### src/rtl/uart_tx_pkg.sv
package uart_tx_pkg;

    localparam int WORD_W  = 9;
    localparam int PRE_MAX = 32;
    localparam int PRE_W   = $clog2(PRE_MAX);
    localparam int CNT_W   = $clog2(WORD_W + 1);

    typedef enum logic [2:0] {
        ST_IDLE,
        ST_START,
        ST_DATA,
        ST_PARITY,
        ST_STOP
    } tx_state_e;

    typedef struct packed {
        logic nine;
        logic par_en;
        logic two_stop;
    } frame_cfg_t;

    // last count of the prescaler for a given source select
    function automatic logic [PRE_W-1:0] pre_last(input logic [1:0] sel);
        unique case (sel)
            2'd0: pre_last = PRE_W'(0);
            2'd1: pre_last = PRE_W'(1);
            2'd2: pre_last = PRE_W'(7);
            default: pre_last = PRE_W'(PRE_MAX - 1);
        endcase
    endfunction

endpackage

### src/rtl/uart_tx_sync.sv
module uart_tx_sync #(
    parameter int   STAGES    = 2,
    parameter logic RESET_VAL = 1'b1
) (
    input  logic clk,
    input  logic rst_n,
    input  logic d,
    output logic q
);
    logic [STAGES-1:0] chain;

    generate
        if (STAGES == 1) begin : g_single
            always_ff @(posedge clk or negedge rst_n) begin
                if (!rst_n) chain <= RESET_VAL;
                else        chain <= d;
            end
        end else begin : g_multi
            always_ff @(posedge clk or negedge rst_n) begin
                if (!rst_n) chain <= {STAGES{RESET_VAL}};
                else        chain <= {chain[STAGES-2:0], d};
            end
        end
    endgenerate

    assign q = chain[STAGES-1];
endmodule

### src/rtl/uart_tx_baud.sv
module uart_tx_baud
    import uart_tx_pkg::*;
#(
    parameter int DIV_W      = 8,
    parameter int OVERSAMPLE = 16
) (
    input  logic             clk,
    input  logic             rst_n,
    input  logic             run,
    input  logic [1:0]       clk_sel,
    input  logic [DIV_W-1:0] divider,
    output logic             bit_tick
);
    localparam int OS_W = $clog2(OVERSAMPLE);

    logic [PRE_W-1:0] pre_cnt;
    logic [DIV_W-1:0] div_cnt;
    logic [OS_W-1:0]  os_cnt;
    logic             pre_wrap, div_wrap, os_wrap;

    always_comb begin
        pre_wrap = (pre_cnt == pre_last(clk_sel));
        div_wrap = pre_wrap && (div_cnt == divider);
        os_wrap  = div_wrap && (os_cnt == OS_W'(OVERSAMPLE - 1));
        bit_tick = run && os_wrap;
    end

    always_ff @(posedge clk or negedge rst_n) begin
        if (!rst_n) begin
            pre_cnt <= '0;
            div_cnt <= '0;
            os_cnt  <= '0;
        end else if (!run) begin
            pre_cnt <= '0;
            div_cnt <= '0;
            os_cnt  <= '0;
        end else begin
            pre_cnt <= pre_wrap ? '0 : pre_cnt + 1'b1;
            if (pre_wrap) div_cnt <= div_wrap ? '0 : div_cnt + 1'b1;
            if (div_wrap) os_cnt  <= os_wrap  ? '0 : os_cnt + 1'b1;
        end
    end
endmodule

### src/rtl/uart_tx_hold.sv
module uart_tx_hold #(
    parameter int W = 9
) (
    input  logic         clk,
    input  logic         rst_n,
    input  logic         wr_en,
    input  logic [W-1:0] wr_data,
    input  logic         take,
    output logic [W-1:0] data,
    output logic         full
);
    always_ff @(posedge clk or negedge rst_n) begin
        if (!rst_n) begin
            data <= '0;
            full <= 1'b0;
        end else begin
            if (wr_en) data <= wr_data;
            if (wr_en)     full <= 1'b1;
            else if (take) full <= 1'b0;
        end
    end
endmodule

### src/rtl/uart_tx_cts.sv
module uart_tx_cts
    import uart_tx_pkg::*;
#(
    parameter int DIV_W       = 8,
    parameter int OVERSAMPLE  = 16,
    parameter int SYNC_STAGES = 2
) (
    input  logic              clk,
    input  logic              rst_n,
    input  logic              wr_en,
    input  logic [WORD_W-1:0] wr_data,
    input  logic              tx_enable,
    input  logic              nine_bit,
    input  logic              parity_en,
    input  logic              parity_odd,
    input  logic              two_stop,
    input  logic              cts_disable,
    input  logic [1:0]        clk_sel,
    input  logic [DIV_W-1:0]  divider,
    input  logic              irq_on_done,
    input  logic              irq_ack,
    input  logic              cts_n,
    output logic              txd,
    output logic              buf_empty,
    output logic              shift_empty,
    output logic              irq
);
    tx_state_e         state, next_state;
    frame_cfg_t        cfg;
    logic [WORD_W-1:0] shreg, hold_data, masked;
    logic [CNT_W-1:0]  bit_cnt;
    logic              stop_cnt, par_bit;
    logic              hold_full, cts_s, tick;
    logic              can_start, last_data, last_stop, stop_end;
    logic              load_frame, frame_done;

    uart_tx_hold #(.W(WORD_W)) i_hold (
        .clk(clk), .rst_n(rst_n), .wr_en(wr_en), .wr_data(wr_data),
        .take(load_frame), .data(hold_data), .full(hold_full)
    );

    uart_tx_sync #(.STAGES(SYNC_STAGES), .RESET_VAL(1'b1)) i_sync (
        .clk(clk), .rst_n(rst_n), .d(cts_n), .q(cts_s)
    );

    uart_tx_baud #(.DIV_W(DIV_W), .OVERSAMPLE(OVERSAMPLE)) i_baud (
        .clk(clk), .rst_n(rst_n), .run(state != ST_IDLE),
        .clk_sel(clk_sel), .divider(divider), .bit_tick(tick)
    );

    // start conditions and frame boundaries
    always_comb begin
        can_start  = hold_full && tx_enable && (cts_disable || !cts_s);
        last_data  = (bit_cnt == CNT_W'(cfg.nine ? WORD_W - 1 : WORD_W - 2));
        last_stop  = !cfg.two_stop || stop_cnt;
        stop_end   = (state == ST_STOP) && tick && last_stop;
        load_frame = can_start && ((state == ST_IDLE) || stop_end);
        frame_done = stop_end && !can_start;
        masked     = nine_bit ? hold_data : {1'b0, hold_data[WORD_W-2:0]};
    end

    // next-state logic
    always_comb begin
        next_state = state;
        unique case (state)
            ST_IDLE:   if (can_start) next_state = ST_START;
            ST_START:  if (tick) next_state = ST_DATA;
            ST_DATA:   if (tick && last_data)
                           next_state = cfg.par_en ? ST_PARITY : ST_STOP;
            ST_PARITY: if (tick) next_state = ST_STOP;
            ST_STOP:   if (stop_end)
                           next_state = can_start ? ST_START : ST_IDLE;
            default:   next_state = ST_IDLE;
        endcase
    end

    // state register
    always_ff @(posedge clk or negedge rst_n) begin
        if (!rst_n) state <= ST_IDLE;
        else        state <= next_state;
    end

    // shift path and frame settings
    always_ff @(posedge clk or negedge rst_n) begin
        if (!rst_n) begin
            shreg    <= '0;
            bit_cnt  <= '0;
            stop_cnt <= 1'b0;
            par_bit  <= 1'b0;
            cfg      <= '0;
        end else if (load_frame) begin
            shreg    <= hold_data;
            bit_cnt  <= '0;
            stop_cnt <= 1'b0;
            par_bit  <= (^masked) ^ parity_odd;
            cfg      <= '{nine: nine_bit, par_en: parity_en, two_stop: two_stop};
        end else if (tick) begin
            if (state == ST_DATA) begin
                shreg   <= shreg >> 1;
                bit_cnt <= bit_cnt + 1'b1;
            end
            if (state == ST_STOP) stop_cnt <= 1'b1;
        end
    end

    // interrupt request
    always_ff @(posedge clk or negedge rst_n) begin
        if (!rst_n)                                     irq <= 1'b0;
        else if (irq_on_done ? frame_done : load_frame) irq <= 1'b1;
        else if (irq_ack)                               irq <= 1'b0;
    end

    // outputs
    always_comb begin
        unique case (state)
            ST_START:  txd = 1'b0;
            ST_DATA:   txd = shreg[0];
            ST_PARITY: txd = par_bit;
            default:   txd = 1'b1;
        endcase
        shift_empty = (state == ST_IDLE);
        buf_empty   = !hold_full;
    end
endmodule

### config.mk
export PLATFORM = sky130hd
export DESIGN_NAME = uart_tx_cts
export DESIGN_NICKNAME = d
export VERILOG_FILES = /design/src/rtl/uart_tx_pkg.sv /design/src/rtl/uart_tx_sync.sv /design/src/rtl/uart_tx_baud.sv /design/src/rtl/uart_tx_hold.sv /design/src/rtl/uart_tx_cts.sv
export SDC_FILE = /design/constraint.sdc
export NUM_CORES = 1
export LEC_CHECK = 0
export BUFFER_PORTS_ARGS = -buffer_cell sky130_fd_sc_hd__buf_4
export CORE_ASPECT_RATIO = 2
export CORE_UTILIZATION = 57
export DETAILED_ROUTE_END_ITERATION = 12
export PLACE_DENSITY = 0.79
export SLEW_MARGIN = 20
export SYNTH_ARGS = -nofsm -noshare
export SYNTH_HDL_FRONTEND = slang
export SYNTH_SLANG_ARGS = --single-unit
### constraint.sdc
create_clock -name clk -period 3.05 [get_ports clk]
set_input_delay 0.61 -clock clk [delete_from_list [all_inputs] [get_ports clk]]
set_output_delay 0.61 -clock clk [all_outputs]
set_load 0.1 [all_outputs]
After elaboration in Yosys (flattened, before gate mapping)
Index checks and enable logic that the tools add are counted.
{"block": "word_totals", "register_bits": 51, "latchBits": 0, "ramBits": 0, "romBits": 0, "inputBits": 31, "out_inout_bits": 4, "wordCells": 100, "n_memories": 0}
{"block": "classes", "add_sub_neg": 4, "n_mul": 0, "div_mod_pow": 0, "magnitude_cmp": 0, "eq_ne": 17, "n_shift": 0, "mux": 34, "bitwise_logic": 1, "n_reduce_logical": 29}
{"operator": "$mux W9", "n": 4}
{"operator": "$mux W4", "n": 7}
{"operator": "$mux W8", "n": 3}
{"operator": "$mux W3", "n": 6}
{"operator": "$pmux W3 S5", "n": 1}
{"operator": "$pmux W5 S3", "n": 1}
{"operator": "$ne A2 B2 Y1 const B", "n": 6}
{"operator": "$logic_and A1 B1 Y1", "n": 10}
{"operator": "$mux W5", "n": 2}
{"operator": "$reduce_bool A2 Y1", "n": 5}
{"operator": "$mux W1", "n": 9}
{"operator": "$reduce_xor A9 Y1", "n": 1}
{"operator": "$add A4 B1 Y4 const B", "n": 2}
{"operator": "$add A8 B1 Y8 const B", "n": 1}
{"operator": "$eq A8 B8 Y1", "n": 1}
{"operator": "$eq A3 B2 Y1 const B", "n": 2}
{"operator": "$add A5 B1 Y5 const B", "n": 1}
{"operator": "$eq A5 B5 Y1", "n": 1}
{"operator": "$reduce_and A5 Y1", "n": 1}
{"operator": "$eq A4 B4 Y1", "n": 1}
{"operator": "$eq A4 B4 Y1 const B", "n": 1}
{"operator": "$logic_not A1 Y1", "n": 4}
{"operator": "$reduce_and A2 Y1", "n": 2}
{"operator": "$eq A3 B1 Y1 const B", "n": 1}
{"operator": "other kinds (10)", "n": 12}

Logic depth before layout (Yosys ltp)
Gate-level depths: netlist of the first run.
{"block": "depth", "word_depth": 12, "depth_mapped": 7, "mapped_depth_nobuf": 6}

Hierarchy
Synthesis of the first run repeated with hierarchy kept, for this count alone.
{"block": "hier_totals", "hier_cells": 253, "hier_area_um2": 2772.7}
{"mod": "uart_tx_cts", "n_inst": 1, "cells_each": 124, "area_per_inst_um2": 1285.0, "seq_area_each_um2": 550.5}
{"mod": "uart_tx_baud", "n_inst": 1, "cells_each": 105, "area_per_inst_um2": 1026.0, "seq_area_each_um2": 425.4}
{"mod": "uart_tx_hold", "n_inst": 1, "cells_each": 22, "area_per_inst_um2": 409.1, "seq_area_each_um2": 250.2}
{"mod": "uart_tx_sync", "n_inst": 1, "cells_each": 2, "area_per_inst_um2": 52.6, "seq_area_each_um2": 52.6}

Least setup slack after synthesis of the first run
Ideal clock, no wire load.
{"block": "synth_path", "kind": "register to register", "from": "register state[2]", "to": "register i_baud.div_cnt[3]", "setup_ns": 0.126, "arrival_ns": 2.423, "t_required_ns": 2.924, "slack_ns": 0.502, "stages_incl_launch_ff": 8, "path_buffers": 2, "period_less_slack_ns": 2.548, "path_cell_list": "dfrtp_1 clkbuf_1 or3_1 clkinv_1 a21oi_1 clkbuf_1 or3_1 a21oi_1"}
{"block": "synth_via", "elab_chain_len": 2, "word_cells_on_any_way": 3, "classes_between": "1 x eq/ne; 1 x mux; 1 x reduce/logical"}
{"item": "from (decl)", "line_no": "uart_tx_cts.sv:28", "text": "tx_state_e state, next_state;"}
{"item": "from (signal assigned)", "line_no": "uart_tx_cts.sv:80", "text": "else state <= next_state;"}
{"item": "$reduce_bool A3 Y1 *", "line_no": "uart_tx_cts.sv:47", "text": ".clk(clk), .rst_n(rst_n), .run(state != ST_IDLE),"}
{"item": "$ne A2 B2 Y1 (no line) or $mux W8 (tied branches)"}
{"item": "to (signal assigned)", "line_no": "uart_tx_baud.sv:39", "text": "if (pre_wrap) div_cnt <= div_wrap ? '0 : div_cnt + 1'b1;"}
{"item": "to (decl)", "line_no": "uart_tx_baud.sv:17", "text": "logic [DIV_W-1:0] div_cnt;"}
Every way passes the cells marked *; elsewhere a longest branch is shown, timed or not.
A chain may end at the register's enable or synchronous reset.

Final worst setup path of the first run
{"block": "layout_path", "from": "register state[2]", "to": "output port shift_empty"}
{"block": "layout_via", "elab_chain_len": 1}
{"item": "$logic_not A3 Y1", "line_no": "uart_tx_cts.sv:121", "text": "shift_empty = (state == ST_IDLE);"}
{"item": "to (decl)", "line_no": "uart_tx_cts.sv:25", "text": "output logic shift_empty,"}
No other way between the ends.

==> run metrics, run 1 <==
Final setup viols 0; Worst EP required 2.44 ns; worst vdd ir 0.483 mV; DP HPWL between 4000 and 5000 µm; Slowest-stage cell, CP dfrtp_1; TritonCTS clock tree done; post-route ant nets 0; Fin. Hold Viols 0; clock period minus final worst setup slack 2.39 ns; vias in the first global route ~2100; largest net degree at the start of global routing 52; Post-synth EDFFs 0; Syn Nets around 290; core area approximately 0.0046 mm²; critical-path cell list or3_1, clkinv_1, buf_4; outcome complete, no violations; sequential-to-total area share from yosys stat 0.471; commonest non-fill, non-tap cells in the layout 49 x dfrtp_1, 38 x buf_4, 27 x mux2_2; Filler cells between 300 and 400; CTS Hold Bufs 0; Synth Instances ~250; met1 WL roughly 1900 µm; asr flop ratio synth 1.00; commonest non-fill, non-tap cell in the layout dfrtp_1; Clk Latency, worst-skew pair between 0.3 and 0.4 ns; startpoint types flop; input/output buffers 34; synth unique cells between 40 and 50; CP max FO 10; CTS sink cnt 51; gpl congestion 0.837; Bufs and invs on worst path 2; mux contribution to synthesized area 0.129; Final Slew Violations 0; cts repair resizes 0; HP Class in -> async; Post-Place Cells between 300 and 400; antenna cells 0; final period utilization 0.785; Top Ports 35; CP delay by family, top flip-flops; Avg WL per Cell ~15 µm; first-pass GRT wire length around 9000 µm; Die W a little over 50 µm; main combinational cell family by area after synthesis simple AND/OR/NAND/NOR gates; Compound-Gate Fraction of Synth Area 0.121; slowest stage delay, CP a little over 0.5 ns; Met3 Wirelength 151 µm; Arr. time, crit path roughly 1.8 ns; Via Count roughly 2100; Post-Synth Simple-Gate Area 0.162; DR vias/cell roughly 6.0; Top Layer Used met4; DR pass1 iterations 5; Max Cap Viol 0; Global Route Usage Sum 0.243; Starting Density 0.590; # rows 35; hold slack 0.310 ns; ys flop type dfrtp_1; Leak between 1 and 1.5 nW; skew final between 0.01 and 0.015 ns; synthesis-stage register bit count 51; Non-Filler Instances approximately 340; CTS H-tree depth 2; initial antenna violation count 0; clk root buf clkbuf_8; Bufs on Longest Clock Path 2; die area 0.00506 mm²; Setup TNS 0 ns; Routed WL 5290 µm; Tightest Pin Transition between 0.7 and 0.8 ns; Overflow after GRT 0; Slew HR 0.473; Post-Synth XOR/XNOR Area 0.0677; Layout area overhead 14.7%; Fmax about 420 MHz; RSZ-0062 raised after global routing false; Clk pin slew, worst setup/hold paths about 0.08 ns; nets 323; Pwr Density between 400 and 500 mW/mm²; number of remaining DRC errors 0; Post-Syn Area per Cell between 10 and 15 µm²; Post-Synth Adder-Cell Area 0.0184; cts bufs inserted 5; chip height around 100 µm; share of cells above drive strength 1 0.284; Syn Std Cell Area approximately 0.0027 mm²; Setup crit end kind primary output; Ys Warns 0; DR WL met2 roughly 3100 µm; Post-CTS Setup Bufs 0; initial DRC count 25; critical setup path kind reg -> out
-- through the flow --
stage           util  worst slack [ns]  total power, mW  area (µm²)
2_1_floorplan      -             0.502             1.07        2720
3_3_place_gp   0.659             0.523             1.17        3030
3_5_place_dp   0.659             0.458             1.18        3030
4_1_cts        0.677             0.647             1.56        3110
5_1_grt        0.677             0.572             1.63        3110
6_report       0.677             0.655             1.54        3110
-- cell families (layout without fill, tap and decap cells) --
logic type                 count (synthesis)  after routing
xor gates and xnor gates                  21             21
and+or+nand+nor                           77             77
muxes                                     31             31
DFF                                       51             51
AOI/OAI and AO/OA                         47             47
adders and majority gates                  4              4
buffers and inverters                     20             58
-- registers in the layout (all words and copies together), names as in the netlist --
signal,count
stop_cnt,1
i_hold.full,1
par_bit,1
irq,1
shreg,9
i_sync.chain,2
i_baud.os_cnt,4
state,3
i_baud.pre_cnt,5
cfg,3
i_hold.data,9
bit_cnt,4
i_baud.div_cnt,8
-- Yosys cell counts, types with 2 or more instances --
master	count	area (µm²)
dfrtp_1	49	1230
mux2_2	27	304
nand2_1	19	71.3
a21oi_1	18	90.1
xor2_1	13	114
inv_1	11	41.3
nor2_1	10	37.5
o21ai_0	10	50.1
nand3_1	9	45.0
or3_1	9	56.3
xnor2_1	8	70.1
nand4_1	6	37.5
or4_1	6	45.0
clkbuf_1	5	18.8
o31ai_1	5	37.5
ha_1	4	50.1
and2_1	3	18.8
mux2i_1	3	30.0
nand2b_1	3	18.8
o32ai_1	3	26.3
a211o_1	2	17.5
and3_1	2	12.5
buf_2	2	10.0
dfstp_2	2	52.6
nor2b_1	2	12.5
nor4_2	2	25.0
o22ai_1	2	12.5
or2_2	2	12.5
-- metal layers --
metal  GRT usage  vias up
met5           0        -
met4       0.113        0
met3      0.0321        9
met2       0.455       48
met1       0.257     1021
li1            -      980
-- layout make-up --
cell class	instances	area, µm²	share of cell area
clock buffer	7	76.3	0.0245
clock inverter	1	7.51	0.00241
tap	55	68.8	0.0221
inverter	12	45.0	0.0145
multi-input combinational	180	1350	0.434
sequential	51	1280	0.411
timing repair buffer	38	285	0.0916
-- power by group --
part | leakage, nW | switching [mW] | internal (mW)
combinational | 0.748 | 0.164 | 0.156
clock | 0.0385 | 0.218 | 0.163
sequential | 0.656 | 0.0985 | 0.744
total | 1.44 | 0.480 | 1.06
-- worst paths after layout --
kind	slack, ns	startpoint	endpoint	cells after the start
setup / recovery	0.66	state[2]$_DFFE_PN0P_	shift_empty	3
hold / removal	0.31	rst_n	irq$_DFFE_PN0P_	1
setup reg to reg	0.73	i_baud.os_cnt[0]$_DFFE_PN0P_	shreg[4]$_DFFE_PN0P_	6
hold reg to reg	0.36	i_sync.chain[0]$_DFF_PN1_	i_sync.chain[1]$_DFF_PN1_	0
max in group asynchronous	2.29	rst_n	state[0]$_DFFE_PN0P_	1
min in group clk	0.36	i_sync.chain[0]$_DFF_PN1_	i_sync.chain[1]$_DFF_PN1_	0
Note: power is estimated with default switching activity, not from simulation.
==> run 2, diff against run 1 <==
CORE_UTILIZATION = 52   (was 57)
PLACE_DENSITY = 0.76   (was 0.79)
clock period = 2.2 ns   (was 3.05 ns; I/O delays follow)
==> run 2 against run 1 <==
Total power is 49% higher. Via count increased by 3.7%. Clock power up 56%. Count of clock-buffer cells in the layout did not move. Sequential power increased by 36%. Critical path type is now reg -> reg.
==> run metrics, run 2 (synthesis gave the netlist of run 1 again) <==
input/output buffers 34 (unchanged); DP HPWL 4380 µm (+9.2%); Final setup viols 0 (unchanged); initial antenna violation count 0 (unchanged); CTS H-tree depth 2 (unchanged); Fin. Hold Viols 0 (unchanged); final design utilization 0.680 (+0.00330); vias in the first global route 2116 (-0.14%); commonest non-fill, non-tap cell in the layout buf_4; clock period minus final worst setup slack approximately 2.1 ns; share of cells above drive strength 1 0.368 (+0.0845); outcome complete, no violations; Die W 53.1 µm (+4.5%); Setup TNS 0 ns (unchanged); DR pass1 iterations 4 (-1); dpl cell area 0.00323 mm² (+6.6%); Top Ports 35 (unchanged); HP Class in -> async; post-route ant nets 0 (unchanged); critical setup path kind reg -> reg; Overall Power 2.29 mW (+49%); Avg WL per Cell 15.4 µm (+0.31%); largest net degree at the start of global routing 52 (unchanged); Post-Place Cells 361 (+7.4%); Pwr Density 680 mW/mm² (+37%); Bufs on Longest Clock Path 2 (unchanged); first-pass GRT wire length 9310 µm (+1.1%); Clk Latency, worst-skew pair 0.30 ns (about the same); hold slack 0.148 ns (-0.162 ns); Layout area overhead 24.1%; Clk pin slew, worst setup/hold paths 0.09 ns (about the same); dpl ws -0.0724 ns (-0.530 ns); Final Slew Violations 0 (unchanged); Leak 1.58 nW (+9.8%); Via Count 2135 (+3.7%); Worst EP required 2.39 ns (-0.05 ns); chip height 104 µm (+4.6%); Tightest Pin Transition 0.635 ns (-0.155 ns); R2R cell count 6 (unchanged); cts bufs inserted 5 (unchanged); Arr. time, crit path 2.34 ns (+0.56 ns); Final WS setup 0.0548 ns (-0.600 ns); startpoint types flop; Largest regs i_hold.data: 9 flops, shreg: 9 flops, i_baud.div_cnt: 8 flops; Routed WL 5740 µm (+8.5%); Global Route Usage Sum 0.229 (-0.0139); # rows 36 (+2.9%); Starting Density 0.548 (-0.0425); CTS sink cnt 51 (unchanged); skew final 0.00981 ns (-0.00241 ns); DR vias/cell 5.74 (-4.1%); core area 0.00495 mm² (+7.8%); nets 349 (+8.0%); clk root buf clkbuf_8; antenna cells 0 (unchanged); Non-Filler Instances 372 (+8.1%); CP max FO 16 (+6); Max Cap Viol 0 (unchanged); die area 0.00553 mm² (+9.3%); Slew HR 0.577 (+0.104); gpl congestion 0.812 (-3.0%); Overflow after GRT 0 (unchanged); Setup crit end kind flop; Finished Cell Area 0.00337 mm² (+8.3%); Fmax 466 MHz; TritonCTS clock tree done; final period utilization 0.975; initial DRC count 30 (+20%); commonest non-fill, non-tap cells in the layout 61 x buf_4, 49 x dfrtp_1, 27 x mux2_2; worst vdd ir 0.482 mV (-0.13%); number of remaining DRC errors 0 (unchanged)
==> run 2: path summary, 6_finish.rpt <==
path	start	end	slack [ns]
min in group clk	cts_n	i_sync.chain[0]$_DFF_PN1_	0.24
max in group asynchronous	rst_n	shreg[0]$_DFFE_PN0P_	1.62
hold / removal	rst_n	i_baud.pre_cnt[2]$_DFF_PN0_	0.15
setup reg to reg	i_sync.chain[1]$_DFF_PN1_	shreg[1]$_DFFE_PN0P_	0.05
hold reg to reg	i_sync.chain[0]$_DFF_PN1_	i_sync.chain[1]$_DFF_PN1_	0.36
setup / recovery	i_sync.chain[1]$_DFF_PN1_	shreg[1]$_DFFE_PN0P_	0.05
==> run 2: cell type report <==
class / instances / area [µm²]
Timing Repair Buffer: 64 / 494
Clock inverter: 1 / 7.51
Multi-Input combinational cell: 180 / 1370
Clock buffer: 7 / 96.3
Sequential cell: 51 / 1280
Fill cell: 409 / 1580
Tap cell: 57 / 71.3
Inverter: 12 / 50.0
==> run 2: where the power goes <==
group | internal, mW | switching [mW]
Clock | 0.287 | 0.305
Sequential | 1.03 | 0.114
Combinational | 0.285 | 0.270
==> run 2: timing repair <==
item | CTS | global route
gates cloned | 0 | 0
gates resized for setup | 2 | 3
setup buffers | 0 | 3
endpoints found under the setup margin | 1 | 14
hold buffers | 0 | 0
pin swaps | 0 | 1
==> run 2: worst max-delay path: stages (launching register included) <==
cell	delay (ns)
dfstp_2	0.37
nor2b_1	0.14
or2_2	0.29
or4_1	0.54
o22ai_2	0.17
buf_12	0.18
mux2_2	0.34
==> run 2: per-layer routing <==
metal  wire length (µm)  GRT usage  share of wire
met1               2020      0.217           0.35
met2               3420      0.441           0.60
met3                115     0.0307          0.020
met4                174      0.105          0.030
met5                  0          0              0
==> run 3, diff against run 2 <==
ABC_AREA = 0   (was default)
BUFFER_PORTS_ARGS = default   (was -buffer_cell sky130_fd_sc_hd__buf_4)
CORE_UTILIZATION = 57   (was 52)
DONT_BUFFER_PORTS = 1   (was default)
PLACE_DENSITY = 0.75   (was 0.76)
==> run 3 against run 2 <==
Via count decreased by 3.9%. Non-clock buffer count fell by 29. Design area shrank 5.5%. Critical endpoint is now cfg[0]$_DFFE_PN0P_.
==> run metrics, run 3 (synthesis gave the netlist of run 1 again) <==
initial antenna violation count 0 (unchanged); critical-path cell list ha_2, nand3_1, buf_4, or4_1, o22ai_2, buf_12, mux2_2; Final WS setup 0.0292 ns (-0.0255 ns); startpoint types flop; CP max FO 20 (+4); Bufs on Longest Clock Path 2 (unchanged); gpl congestion 0.816 (+0.53%); reg2reg end cfg[0]$_DFFE_PN0P_; Fin. Hold Viols 0 (unchanged); reg-to-reg setup timing slack 0.03 ns (-0.03 ns); final design utilization 0.693 (+0.0128); chip height 99.6 µm (-4.4%); worst vdd ir 0.875 mV (+81%); vias in the first global route 2067 (-2.3%); Setup TNS 0 ns (unchanged); Routed WL 5670 µm (-1.1%); CTS H-tree depth 2 (unchanged); Pwr Density 725 mW/mm² (+6.7%); nets 320 (-8.3%); met1 Resource Use GR 0.246 (+0.0294); share of cells above drive strength 1 0.297 (-0.0711); commonest non-fill, non-tap cells in the layout 49 x dfrtp_1, 31 x buf_4, 26 x mux2_2; die area 0.00506 mm² (-8.5%); Tightest Pin Transition 0.502 ns (-0.133 ns); antenna cells 0 (unchanged); Leak 1.46 nW (-7.6%); Post-Place Cells 326 (-9.7%); Overall Power 2.31 mW (+0.86%); input/output buffers 0 (-100%); TritonCTS clock tree done; GRT met2 Usage 0.472 (+0.0306); largest net degree at the start of global routing 52 (unchanged); initial DRC count 50 (+67%); CP startpoint i_baud.os_cnt[0]$_DFFE_PN0P_; Filler cells 357 (-13%); slowest stage delay, CP 0.41 ns (-0.13 ns); RSZ-0062 raised after global routing true; Slowest-stage cell, CP or4_1; Via Count 2051 (-3.9%); Worst EP required 2.39 ns (about the same); CP delay by family, top simple AND/OR/NAND/NOR gates; Final setup viols 0 (unchanged); DR vias/cell 6.01 (+4.8%); cts bufs inserted 5 (unchanged); core area 0.00460 mm² (-7.2%); Slew HR 0.666 (+0.0889); Bufs and invs on worst path 2 (+1); Arr. time, crit path 2.36 ns (+0.02 ns); Die W 50.8 µm (-4.3%); clock period minus final worst setup slack 2.17 ns (+0.0255 ns); DR pass1 iterations 4 (unchanged); Avg WL per Cell 16.6 µm (+7.9%); post-route ant nets 0 (unchanged); dpl ws 0.0119 ns (+0.0844 ns); # rows 35 (-2.8%); Largest regs i_hold.data: 9 flops, shreg: 9 flops, i_baud.div_cnt: 8 flops; final period utilization 0.987 (+0.0116); Fmax 461 MHz (-1.2%); Overflow after GRT 0 (unchanged); Layout area overhead 17.4%; Clk pin slew, worst setup/hold paths 0.09 ns (about the same); CTS sink cnt 51 (unchanged); DP HPWL 4100 µm (-6.3%); CP endpoint cfg[0]$_DFFE_PN0P_; HP Class in -> reg; Setup crit end kind flop; met3 usage 0.0367 (+0.00600); skew final 0.0104 ns (+0.000628 ns); Clk Latency, worst-skew pair 0.30 ns (about the same); commonest non-fill, non-tap cell in the layout dfrtp_1; Non-Filler Instances 341 (-8.3%); first-pass GRT wire length 9230 µm (-0.89%); R2R cell count 7 (+1); WP depth 7 (+1); worst reg2reg path startpoint i_baud.os_cnt[0]$_DFFE_PN0P_; Max Cap Viol 0 (unchanged); number of remaining DRC errors 0 (unchanged); global routing's busiest layer met2; hold slack 0.132 ns (-0.0162 ns); dpl cell area 0.00298 mm² (-7.8%); Final Slew Violations 0 (unchanged); outcome complete, no violations; Finished Cell Area 0.00319 mm² (-5.5%); clk root buf clkbuf_8; Top Ports 35 (unchanged); Starting Density 0.590 (+0.0425); Global Route Usage Sum 0.244 (+0.0151); critical setup path kind reg -> reg
## run 3: worst min-delay path by stage
stage	end	slack (ns)	from	cells past startpoint
after floorplan	bit_cnt[0]$_DFFE_PN0P_	0.14	rst_n	0
after global placement	i_baud.os_cnt[1]$_DFFE_PN0P_	0.15	rst_n	0
after detailed placement	i_baud.os_cnt[1]$_DFFE_PN0P_	0.15	rst_n	0
after CTS	i_sync.chain[0]$_DFF_PN1_	0.12	cts_n	0
after global routing	i_sync.chain[0]$_DFF_PN1_	0.11	cts_n	0
final	i_sync.chain[0]$_DFF_PN1_	0.13	cts_n	0
## run 3: per-layer routing
metal / share of wire / vias up
li1: - / 967
met1: 0.36 / 1025
met2: 0.58 / 48
met3: 0.030 / 11
met4: 0.023 / 0
met5: 0 / -
## run 3: worst register-to-register path, cell delays in order (launching register included)
cell,delay [ns]
dfrtp_1,0.38
ha_2,0.21
nand3_1,0.14
buf_4,0.20
or4_1,0.41
o22ai_2,0.18
buf_12,0.19
mux2_2,0.35
## run 3: power by group
part,leakage (nW),total (mW),internal (mW),switching (mW)
sequential,0.656,1.13,1.03,0.0985
clock,0.0581,0.645,0.339,0.306
combinational,0.749,0.536,0.257,0.279
## run 3: final cells by class
| cell class | instances | area, µm² | share of cell area |
|---|---|---|---|
| Multi-Input combinational cell | 180 | 1380 | 0.431 |
| Sequential cell | 51 | 1280 | 0.401 |
| Tap cell | 55 | 68.8 | 0.0216 |
| Inverter | 12 | 50.0 | 0.0157 |
| Clock buffer | 5 | 68.8 | 0.0216 |
| Clock inverter | 3 | 43.8 | 0.0137 |
| Timing Repair Buffer | 35 | 302 | 0.0946 |
## run 3: timing repair
item                                    4_1_cts  5_1_grt
gates resized for setup                       0        5
hold endpoints to repair                     51        0
buffers inserted                              0        5
hold buffers                                  2        0
endpoints found under the setup margin        0       18
